**src/rtl/ffa_pkg.sv**
```systemverilog
package ffa_pkg;
    typedef enum logic {
        FIELD_ONE = 1'b0,
        FIELD_TWO = 1'b1
    } field_e;

    localparam int unsigned CHROMA_PLANES = 2;
endpackage

```
**src/rtl/ffa_line_walker.sv**
```systemverilog
// Word/line position counter for one plane within one field.
module ffa_line_walker #(
    parameter int unsigned WORDS = 180,
    parameter int unsigned LINES = 240,
    localparam int unsigned WORD_W = (WORDS > 1) ? $clog2(WORDS) : 1,
    localparam int unsigned LINE_W = $clog2(LINES + 1)
) (
    input  logic              clk,
    input  logic              rst_n,
    input  logic              restart,
    input  logic              step,
    output logic [WORD_W-1:0] cur_word,
    output logic [LINE_W-1:0] cur_line,
    output logic              cur_done,
    output logic              done_raw
);
    typedef struct packed {
        logic [WORD_W-1:0] word;
        logic [LINE_W-1:0] line;
        logic              done;
    } pos_t;

    pos_t pos_d, pos_q;

    always_comb begin
        pos_t base;
        base     = restart ? '0 : pos_q;
        cur_word = base.word;
        cur_line = base.line;
        cur_done = base.done;
        pos_d    = base;
        if (step && !base.done) begin
            if (base.word == WORD_W'(WORDS - 1)) begin
                pos_d.word = '0;
                pos_d.line = base.line + 1'b1;
                if (base.line == LINE_W'(LINES - 1)) begin
                    pos_d.done = 1'b1;
                end
            end else begin
                pos_d.word = base.word + 1'b1;
            end
        end
    end

    always_ff @(posedge clk) begin
        if (!rst_n) begin
            pos_q <= '0;
        end else begin
            pos_q <= pos_d;
        end
    end

    assign done_raw = pos_q.done;


    word_in_range_chk: assert property (@(posedge clk) disable iff (!rst_n)
        32'(pos_q.word) < WORDS);


    done_holds_chk: assert property (@(posedge clk) disable iff (!rst_n)
        (pos_q.done && !restart) |=> pos_q.done);
endmodule

```
**src/rtl/ffa_frame_ctl.sv**
```systemverilog
// Field context, ping-pong buffer index, frame interrupt and error flag.
module ffa_frame_ctl import ffa_pkg::*; (
    input  logic   clk,
    input  logic   rst_n,
    input  logic   sof_take,
    input  field_e sof_field,
    input  logic   y_done_raw,
    input  logic   y_overrun,
    input  logic   y_finish,
    output field_e cur_field,
    output logic   cur_active,
    output logic   buf_sel,
    output logic   irq,
    output logic   irq_buf,
    output logic   err
);
    typedef struct packed {
        field_e field;
        logic   active;
        logic   bsel;
        logic   bad;
        logic   irq;
        logic   irq_buf;
        logic   err;
    } ctl_t;

    ctl_t ctl_d, ctl_q;

    always_comb begin
        logic short_field;
        ctl_d       = ctl_q;
        ctl_d.irq   = 1'b0;
        cur_field   = ctl_q.field;
        cur_active  = ctl_q.active;
        short_field = ctl_q.active && !y_done_raw;
        if (sof_take) begin
            if (short_field) begin
                ctl_d.err = 1'b1;
            end
            ctl_d.bad    = (sof_field == FIELD_ONE) ? 1'b0 : (ctl_q.bad | short_field);
            ctl_d.active = 1'b1;
            ctl_d.field  = sof_field;
            cur_field    = sof_field;
            cur_active   = 1'b1;
        end
        if (y_overrun) begin
            ctl_d.err = 1'b1;
            ctl_d.bad = 1'b1;
        end
        if (y_finish && cur_field == FIELD_TWO && !ctl_d.bad) begin
            ctl_d.irq     = 1'b1;
            ctl_d.irq_buf = ctl_q.bsel;
            ctl_d.bsel    = ~ctl_q.bsel;
        end
    end

    always_ff @(posedge clk) begin
        if (!rst_n) begin
            ctl_q <= '{field: FIELD_ONE, default: '0};
        end else begin
            ctl_q <= ctl_d;
        end
    end

    assign buf_sel = ctl_q.bsel;
    assign irq     = ctl_q.irq;
    assign irq_buf = ctl_q.irq_buf;
    assign err     = ctl_q.err;


    irq_single_pulse_chk: assert property (@(posedge clk) disable iff (!rst_n)
        ctl_q.irq |=> !ctl_q.irq);


    buf_moves_with_irq_chk: assert property (@(posedge clk) disable iff (!rst_n)
        !$stable(ctl_q.bsel) |-> ctl_q.irq);


    err_sticky_chk: assert property (@(posedge clk) disable iff (!rst_n)
        ctl_q.err |=> ctl_q.err);


    irq_only_when_clean_chk: assert property (@(posedge clk) disable iff (!rst_n)
        (ctl_q.bad && !sof_take) |=> !ctl_q.irq);
endmodule

```
**src/rtl/ffa_field_assembler.sv**
```systemverilog
module ffa_field_assembler import ffa_pkg::*; #(
    parameter int unsigned ADDR_W  = 32,
    parameter int unsigned DATA_W  = 32,
    parameter int unsigned Y_WORDS = 180,
    parameter int unsigned C_WORDS = 90,
    parameter int unsigned LINES   = 240
) (
    input  logic              clk,
    input  logic              rst_n,
    input  logic              enable,
    input  logic [ADDR_W-1:0] y_base_a,
    input  logic [ADDR_W-1:0] y_base_b,
    input  logic [ADDR_W-1:0] cb_base_a,
    input  logic [ADDR_W-1:0] cb_base_b,
    input  logic [ADDR_W-1:0] cr_base_a,
    input  logic [ADDR_W-1:0] cr_base_b,
    input  logic              sof,
    input  logic              sof_field,
    input  logic              y_valid,
    input  logic [DATA_W-1:0] y_data,
    output logic              y_ready,
    input  logic              cb_valid,
    input  logic [DATA_W-1:0] cb_data,
    output logic              cb_ready,
    input  logic              cr_valid,
    input  logic [DATA_W-1:0] cr_data,
    output logic              cr_ready,
    output logic              y_we,
    output logic [ADDR_W-1:0] y_addr,
    output logic [DATA_W-1:0] y_wdata,
    output logic              cb_we,
    output logic [ADDR_W-1:0] cb_addr,
    output logic [DATA_W-1:0] cb_wdata,
    output logic              cr_we,
    output logic [ADDR_W-1:0] cr_addr,
    output logic [DATA_W-1:0] cr_wdata,
    output logic              frame_irq,
    output logic              frame_buf,
    output logic              field_err
);
    localparam int unsigned BPW  = DATA_W / 8;
    localparam int unsigned YW_W = (Y_WORDS > 1) ? $clog2(Y_WORDS) : 1;
    localparam int unsigned CW_W = (C_WORDS > 1) ? $clog2(C_WORDS) : 1;
    localparam int unsigned LN_W = $clog2(LINES + 1);
    localparam logic [ADDR_W-1:0] Y_STRIDE   = ADDR_W'(Y_WORDS * BPW);
    localparam logic [ADDR_W-1:0] C_STRIDE   = ADDR_W'(C_WORDS * BPW);
    localparam logic [ADDR_W-1:0] WORD_BYTES = ADDR_W'(BPW);
    localparam int unsigned NC = CHROMA_PLANES;

    typedef struct packed {
        logic                         y_we;
        logic [ADDR_W-1:0]            y_addr;
        logic [DATA_W-1:0]            y_data;
        logic [NC-1:0]                c_we;
        logic [NC-1:0][ADDR_W-1:0]    c_addr;
        logic [NC-1:0][DATA_W-1:0]    c_data;
    } wr_t;

    wr_t wr_d, wr_q;

    // Shared control
    logic   sof_take;
    field_e field_in;
    field_e cur_field;
    logic   cur_active;
    logic   buf_sel;

    assign sof_take = sof & enable;
    assign field_in = field_e'(sof_field);

    // Luma path
    logic            y_take;
    logic [YW_W-1:0] y_word;
    logic [LN_W-1:0] y_line;
    logic            y_cur_done;
    logic            y_done_raw;
    logic            y_finish;
    logic            y_overrun;
    logic [ADDR_W-1:0] y_row;
    logic [ADDR_W-1:0] y_base;

    assign y_take = y_valid & enable & cur_active;

    ffa_line_walker #(.WORDS(Y_WORDS), .LINES(LINES)) u_y_walk (
        .clk      (clk),
        .rst_n    (rst_n),
        .restart  (sof_take),
        .step     (y_take),
        .cur_word (y_word),
        .cur_line (y_line),
        .cur_done (y_cur_done),
        .done_raw (y_done_raw)
    );

    assign y_finish  = y_take && !y_cur_done &&
                       (y_word == YW_W'(Y_WORDS - 1)) && (y_line == LN_W'(LINES - 1));
    assign y_overrun = y_take && y_cur_done;
    assign y_row     = (ADDR_W'(y_line) << 1) | ADDR_W'(cur_field);
    assign y_base    = buf_sel ? y_base_b : y_base_a;

    ffa_frame_ctl u_ctl (
        .clk        (clk),
        .rst_n      (rst_n),
        .sof_take   (sof_take),
        .sof_field  (field_in),
        .y_done_raw (y_done_raw),
        .y_overrun  (y_overrun),
        .y_finish   (y_finish),
        .cur_field  (cur_field),
        .cur_active (cur_active),
        .buf_sel    (buf_sel),
        .irq        (frame_irq),
        .irq_buf    (frame_buf),
        .err        (field_err)
    );

    // Chroma paths
    logic [NC-1:0]             c_valid;
    logic [NC-1:0][DATA_W-1:0] c_data_in;
    logic [NC-1:0][ADDR_W-1:0] c_base_a;
    logic [NC-1:0][ADDR_W-1:0] c_base_b;
    logic [NC-1:0]             c_take;
    logic [NC-1:0]             c_we_n;
    logic [NC-1:0][ADDR_W-1:0] c_addr_n;
    logic [NC-1:0]             c_done_raw;

    assign c_valid   = {cr_valid, cb_valid};
    assign c_data_in = {cr_data, cb_data};
    assign c_base_a  = {cr_base_a, cb_base_a};
    assign c_base_b  = {cr_base_b, cb_base_b};

    for (genvar p = 0; p < NC; p++) begin : g_chroma
        logic [CW_W-1:0] c_word;
        logic [LN_W-1:0] c_line;
        logic            c_cur_done;

        assign c_take[p] = c_valid[p] & enable & cur_active;

        ffa_line_walker #(.WORDS(C_WORDS), .LINES(LINES)) u_c_walk (
            .clk      (clk),
            .rst_n    (rst_n),
            .restart  (sof_take),
            .step     (c_take[p]),
            .cur_word (c_word),
            .cur_line (c_line),
            .cur_done (c_cur_done),
            .done_raw (c_done_raw[p])
        );

        assign c_we_n[p]   = c_take[p] && !c_cur_done && (cur_field == FIELD_ONE);
        assign c_addr_n[p] = (buf_sel ? c_base_b[p] : c_base_a[p])
                             + ADDR_W'(c_line) * C_STRIDE
                             + ADDR_W'(c_word) * WORD_BYTES;


        field_two_chroma_dropped_chk: assert property (@(posedge clk) disable iff (!rst_n)
            (c_take[p] && !sof_take && cur_field == FIELD_TWO) |=> !wr_q.c_we[p]);


        chroma_no_write_past_end_chk: assert property (@(posedge clk) disable iff (!rst_n)
            (c_done_raw[p] && !sof_take) |=> !wr_q.c_we[p]);
    end

    always_comb begin
        wr_d        = wr_q;
        wr_d.y_we   = y_take && !y_cur_done;
        wr_d.c_we   = c_we_n;
        if (y_take) begin
            wr_d.y_addr = y_base + y_row * Y_STRIDE + ADDR_W'(y_word) * WORD_BYTES;
            wr_d.y_data = y_data;
        end
        for (int p = 0; p < NC; p++) begin
            if (c_take[p]) begin
                wr_d.c_addr[p] = c_addr_n[p];
                wr_d.c_data[p] = c_data_in[p];
            end
        end
    end

    always_ff @(posedge clk) begin
        if (!rst_n) begin
            wr_q <= '0;
        end else begin
            wr_q <= wr_d;
        end
    end

    assign y_ready  = enable;
    assign cb_ready = enable;
    assign cr_ready = enable;
    assign y_we     = wr_q.y_we;
    assign y_addr   = wr_q.y_addr;
    assign y_wdata  = wr_q.y_data;
    assign cb_we    = wr_q.c_we[0];
    assign cb_addr  = wr_q.c_addr[0];
    assign cb_wdata = wr_q.c_data[0];
    assign cr_we    = wr_q.c_we[1];
    assign cr_addr  = wr_q.c_addr[1];
    assign cr_wdata = wr_q.c_data[1];


    disabled_no_write_chk: assert property (@(posedge clk) disable iff (!rst_n)
        !enable |=> !(wr_q.y_we || (|wr_q.c_we)));


    irq_with_luma_write_chk: assert property (@(posedge clk) disable iff (!rst_n)
        frame_irq |-> wr_q.y_we);


    luma_no_write_past_end_chk: assert property (@(posedge clk) disable iff (!rst_n)
        (y_done_raw && !sof_take) |=> !wr_q.y_we);
endmodule

```
**config.mk**
```make
export PLATFORM = sky130hd
export DESIGN_NAME = ffa_field_assembler
export DESIGN_NICKNAME = d
export VERILOG_FILES = /design/src/rtl/ffa_pkg.sv /design/src/rtl/ffa_line_walker.sv /design/src/rtl/ffa_frame_ctl.sv /design/src/rtl/ffa_field_assembler.sv
export SDC_FILE = /design/constraint.sdc
export NUM_CORES = 1
export LEC_CHECK = 0
export ABC_AREA = 1
export BUFFER_PORTS_ARGS = -buffer_cell sky130_fd_sc_hd__buf_4
export CAP_MARGIN = 15
export CORE_AREA = 2 2 195 197
export DETAILED_ROUTE_END_ITERATION = 16
export DIE_AREA = 0 0 197 199
export PLACE_DENSITY = 0.78
export SYNTH_ARGS = -nofsm -noshare
export SYNTH_HDL_FRONTEND = slang
export SYNTH_SLANG_ARGS = --single-unit
```
**constraint.sdc**
```tcl
create_clock -name clk -period 11.8 [get_ports clk]
set_input_delay 3.54 -clock clk [delete_from_list [all_inputs] [get_ports clk]]
set_output_delay 3.54 -clock clk [all_outputs]
set_load 0.05 [all_outputs]
```
==> results.py <==
metrics = {
    "yosys": {
        "synth_area_leaders": "dfxtp_1 26%, nand2_1 16%, nor2_1 11%",
        "ys_top_cells_by_count": "811 x nand2_1, 568 x nor2_1, 479 x inv_1",
        "async_flop_share": 0,
        "yosys.cell_types.count": 51,
        "yosysSeqAreaShare": 0.263,
        "syn_nets": 3539,
        "synth_edf_count": 0,
        "syn_area_um2": 19100,
        "synth_warnings": 0,
        "synth_cells": 3053,
        "ys_ff_latch": 251,
        "yosys.area.top_type": "dfxtp_1",
        "synth_top_area_frac": 0.263,
        "syn_avg_cell_area_um2": 6.27,
        "synthFlopType": "dfxtp_1",
        "synth_most_common_cell": "nand2_1",
    },
    "power_and_ir_drop": {
        "powerDensity_nw_per_um2": 95.5,
        "ir_drop_uv": 112,
        "p_leak_nw": 13.2,
        "power_mw": 2.29,
    },
    "route": {
        "drtIter0Drc": 1337,
        "drc_errors": 0,
        "ant_nets": 0,
        "via_per_inst": 5.07,
        "drtPass1Iterations": 5,
        "vias": 20268,
        "wl_per_cell_um": 16.2,
        "wirelength_um": 64700,
    },
    "critical_path": {
        "timing.critical_path.buf_inv": 10,
        "slowest_stage": "inv_2",
        "crit_start": "enable",
        "critPathMaxStageDelay_ns": 0.64,
        "cp.required_ns": 12.32,
        "reg2reg_from": "u_ctl.ctl_q[6]$_SDFFE_PN0P_",
        "critPathCaptureType": "flip-flop",
        "worstSetupPathType": "input pin to flip-flop",
        "crit_cells": 32,
        "cp-start-kind": "input pin",
        "cp_data_arrival_time_ns": 9.43,
        "cp_max_fo": 29,
        "cp_common_cell": "inv_1",
        "critPathCapture": "cb_addr[15]$_SDFFE_PN0P_",
        "reg2regPathDepth": 29,
        "reg2reg_slack_ns": 6.16,
        "r2r_end": "y_addr[22]$_SDFFE_PN0P_",
        "crit_family": "adder cells",
    },
    "floorplanning": {
        "die_x_um": 197,
        "dieHeight_um": 199,
        "ioPinCount": 497,
        "row_count": 71,
        "start_util": 0.515,
        "die_area_um2": 39200,
        "core_um2": 37100,
    },
    "placement": {
        "place_ws_ns": 2.42,
        "dp_hpwl_um": 51500,
        "port_buffers": 496,
        "gp_congestion": 0.966,
    },
    "sta": {
        "rsz0062_at_grt": "false",
        "fin_crit_sh": 0.756,
        "hold_viol": 0,
        "fin_crit_ns": 8.92,
        "drv_slew": 0,
        "hold_ws_ns": 0.437,
        "timing.fmax_mhz": 112,
        "worst_pin_slew_ns": 0.966,
        "setup_viol": 0,
        "skew_ns": 0.00762,
        "finalSetupTns_ns": 0,
        "setup_slack_ns": 2.88,
        "slew-limit-headroom": 0.356,
    },
    "clock_tree": {
        "root_buffer": "clkbuf_16",
        "cts_hold_buf": 0,
        "clock_path_buffers": 3,
        "cts_sinks": 251,
        "postCtsSetupRepairBufs": 0,
        "cts_buffers": 28,
        "postCtsResizedCells": 0,
        "cts.htree.levels": 1,
        "cts_tree": "built",
        "insertion_delay_ns": 0.57,
        "path_clk_slew_ns": 0.06,
    },
    "grt": {
        "grt_pass1_wl_um": 98400,
        "grt_pass1_vias": 18655,
        "antenna_found_initial": 4,
        "grt_usage": 0.315,
        "grt_overflow": 0,
        "grt_max_degree": 87,
    },
    "final_layout": {
        "area_delta_synth_final_pct": 25.4,
        "nets": 3980,
        "fillers": 3540,
        "layout-drive-gt1-share": 0.174,
    },
    "flow_run": {
        "cap_violations": 0,
    },
    "status": {
        "status": "completed",
    },
    "worst_hold_path": {
        "min_path_cells": 1,
        "min_path_type": "flip-flop to flip-flop",
    },
}
## sequential cells by signal (all words and copies together), names as in the netlist, 3 cells and up
| register | flops |
|---|---|
| cr_wdata | 32 |
| cb_wdata | 32 |
| y_wdata | 32 |
| u_y_walk.pos_q | 16 |
| u_ctl.ctl_q | 3 |
| y_addr | 32 |
| cb_addr | 32 |
| cr_addr | 32 |
| g_chroma.u_c_walk.pos_q | 30 |
## routing by layer
metal | up-vias | share of wire | GRT usage
met1 | 9209 | 0.44 | 0.417
met5 | - | 0 | 0
li1 | 10287 | - | -
met4 | 0 | 0.034 | 0.109
met2 | 670 | 0.46 | 0.529
met3 | 102 | 0.067 | 0.0427
## area by class of cell
type,instances,area (µm²),area share
multi-input cells,2219,11800,0.492
inverters,487,1830,0.0763
diodes,4,10.0,0.000417
flip-flops and latches,251,5030,0.210
clock buffers,38,790,0.0329
repair buffers,507,3810,0.159
clock inverters,14,128,0.00532
well taps,474,593,0.0247
## cell usage in the layout (no fill, tap or decap), types with 5 or more instances in the layout
cell / netlist / final
a211oi_1: 7 / 7
nor2_1: 568 / 568
clkbuf_1: 46 / 6
clkbuf_16: 0 / 29
o211ai_1: 6 / 6
nor2_4: 9 / 9
dfxtp_1: 251 / 250
clkinv_2: 1 / 7
o21ai_0: 188 / 188
nor2_2: 18 / 18
xnor2_1: 24 / 24
buf_4: 8 / 507
mux2i_1: 9 / 9
nand2_1: 811 / 810
nand4_1: 19 / 19
inv_2: 7 / 8
a21o_1: 6 / 6
o21bai_1: 5 / 5
xor2_1: 51 / 51
nand3_1: 138 / 138
ha_1: 145 / 145
inv_1: 479 / 477
a21oi_1: 90 / 90
nor3_1: 23 / 23
a31oi_1: 13 / 13
fa_1: 45 / 45
## power breakdown
group	internal (mW)	switching, mW	total [mW]	leakage [nW]
clock network	0.494	0.383	0.877	0.440
registers	0.886	0.0217	0.908	2.05
logic	0.178	0.329	0.507	10.7
total	1.56	0.733	2.29	13.2
## cell families after synthesis
logic type	share of synthesized area
DFF	0.263
buffers and inverters	0.120
and+or+nand+nor	0.344
AOI/OAI and AO/OA	0.0925
adders and majority gates	0.142
xor gates and xnor gates	0.0343
muxes	0.00471
## worst min-delay path by stage
stage	start	slack, ns	endpoint
after floorplan	g_chroma[1].u_c_walk.pos_q[12]$_SDFF_PN0_	0.41	g_chroma[1].u_c_walk.pos_q[12]$_SDFF_PN0_
after global placement	g_chroma[1].u_c_walk.pos_q[12]$_SDFF_PN0_	0.42	g_chroma[1].u_c_walk.pos_q[12]$_SDFF_PN0_
after detailed placement	g_chroma[1].u_c_walk.pos_q[12]$_SDFF_PN0_	0.42	g_chroma[1].u_c_walk.pos_q[12]$_SDFF_PN0_
after CTS	g_chroma[1].u_c_walk.pos_q[12]$_SDFF_PN0_	0.44	g_chroma[1].u_c_walk.pos_q[12]$_SDFF_PN0_
after global routing	g_chroma[1].u_c_walk.pos_q[12]$_SDFF_PN0_	0.46	g_chroma[1].u_c_walk.pos_q[12]$_SDFF_PN0_
final	g_chroma[1].u_c_walk.pos_q[12]$_SDFF_PN0_	0.44	g_chroma[1].u_c_walk.pos_q[12]$_SDFF_PN0_
## stage by stage
step / utilization / instance area, µm² / cells
2_1_floorplan: - / 19100 / 3053
3_3_place_gp: 0.621 / 23100 / 3938
3_5_place_dp: 0.621 / 23100 / 3938
4_1_cts: 0.646 / 24000 / 3990
5_1_grt: 0.646 / 24000 / 3994
6_report: 0.646 / 24000 / 3994
(Power assumes the default switching activity.)
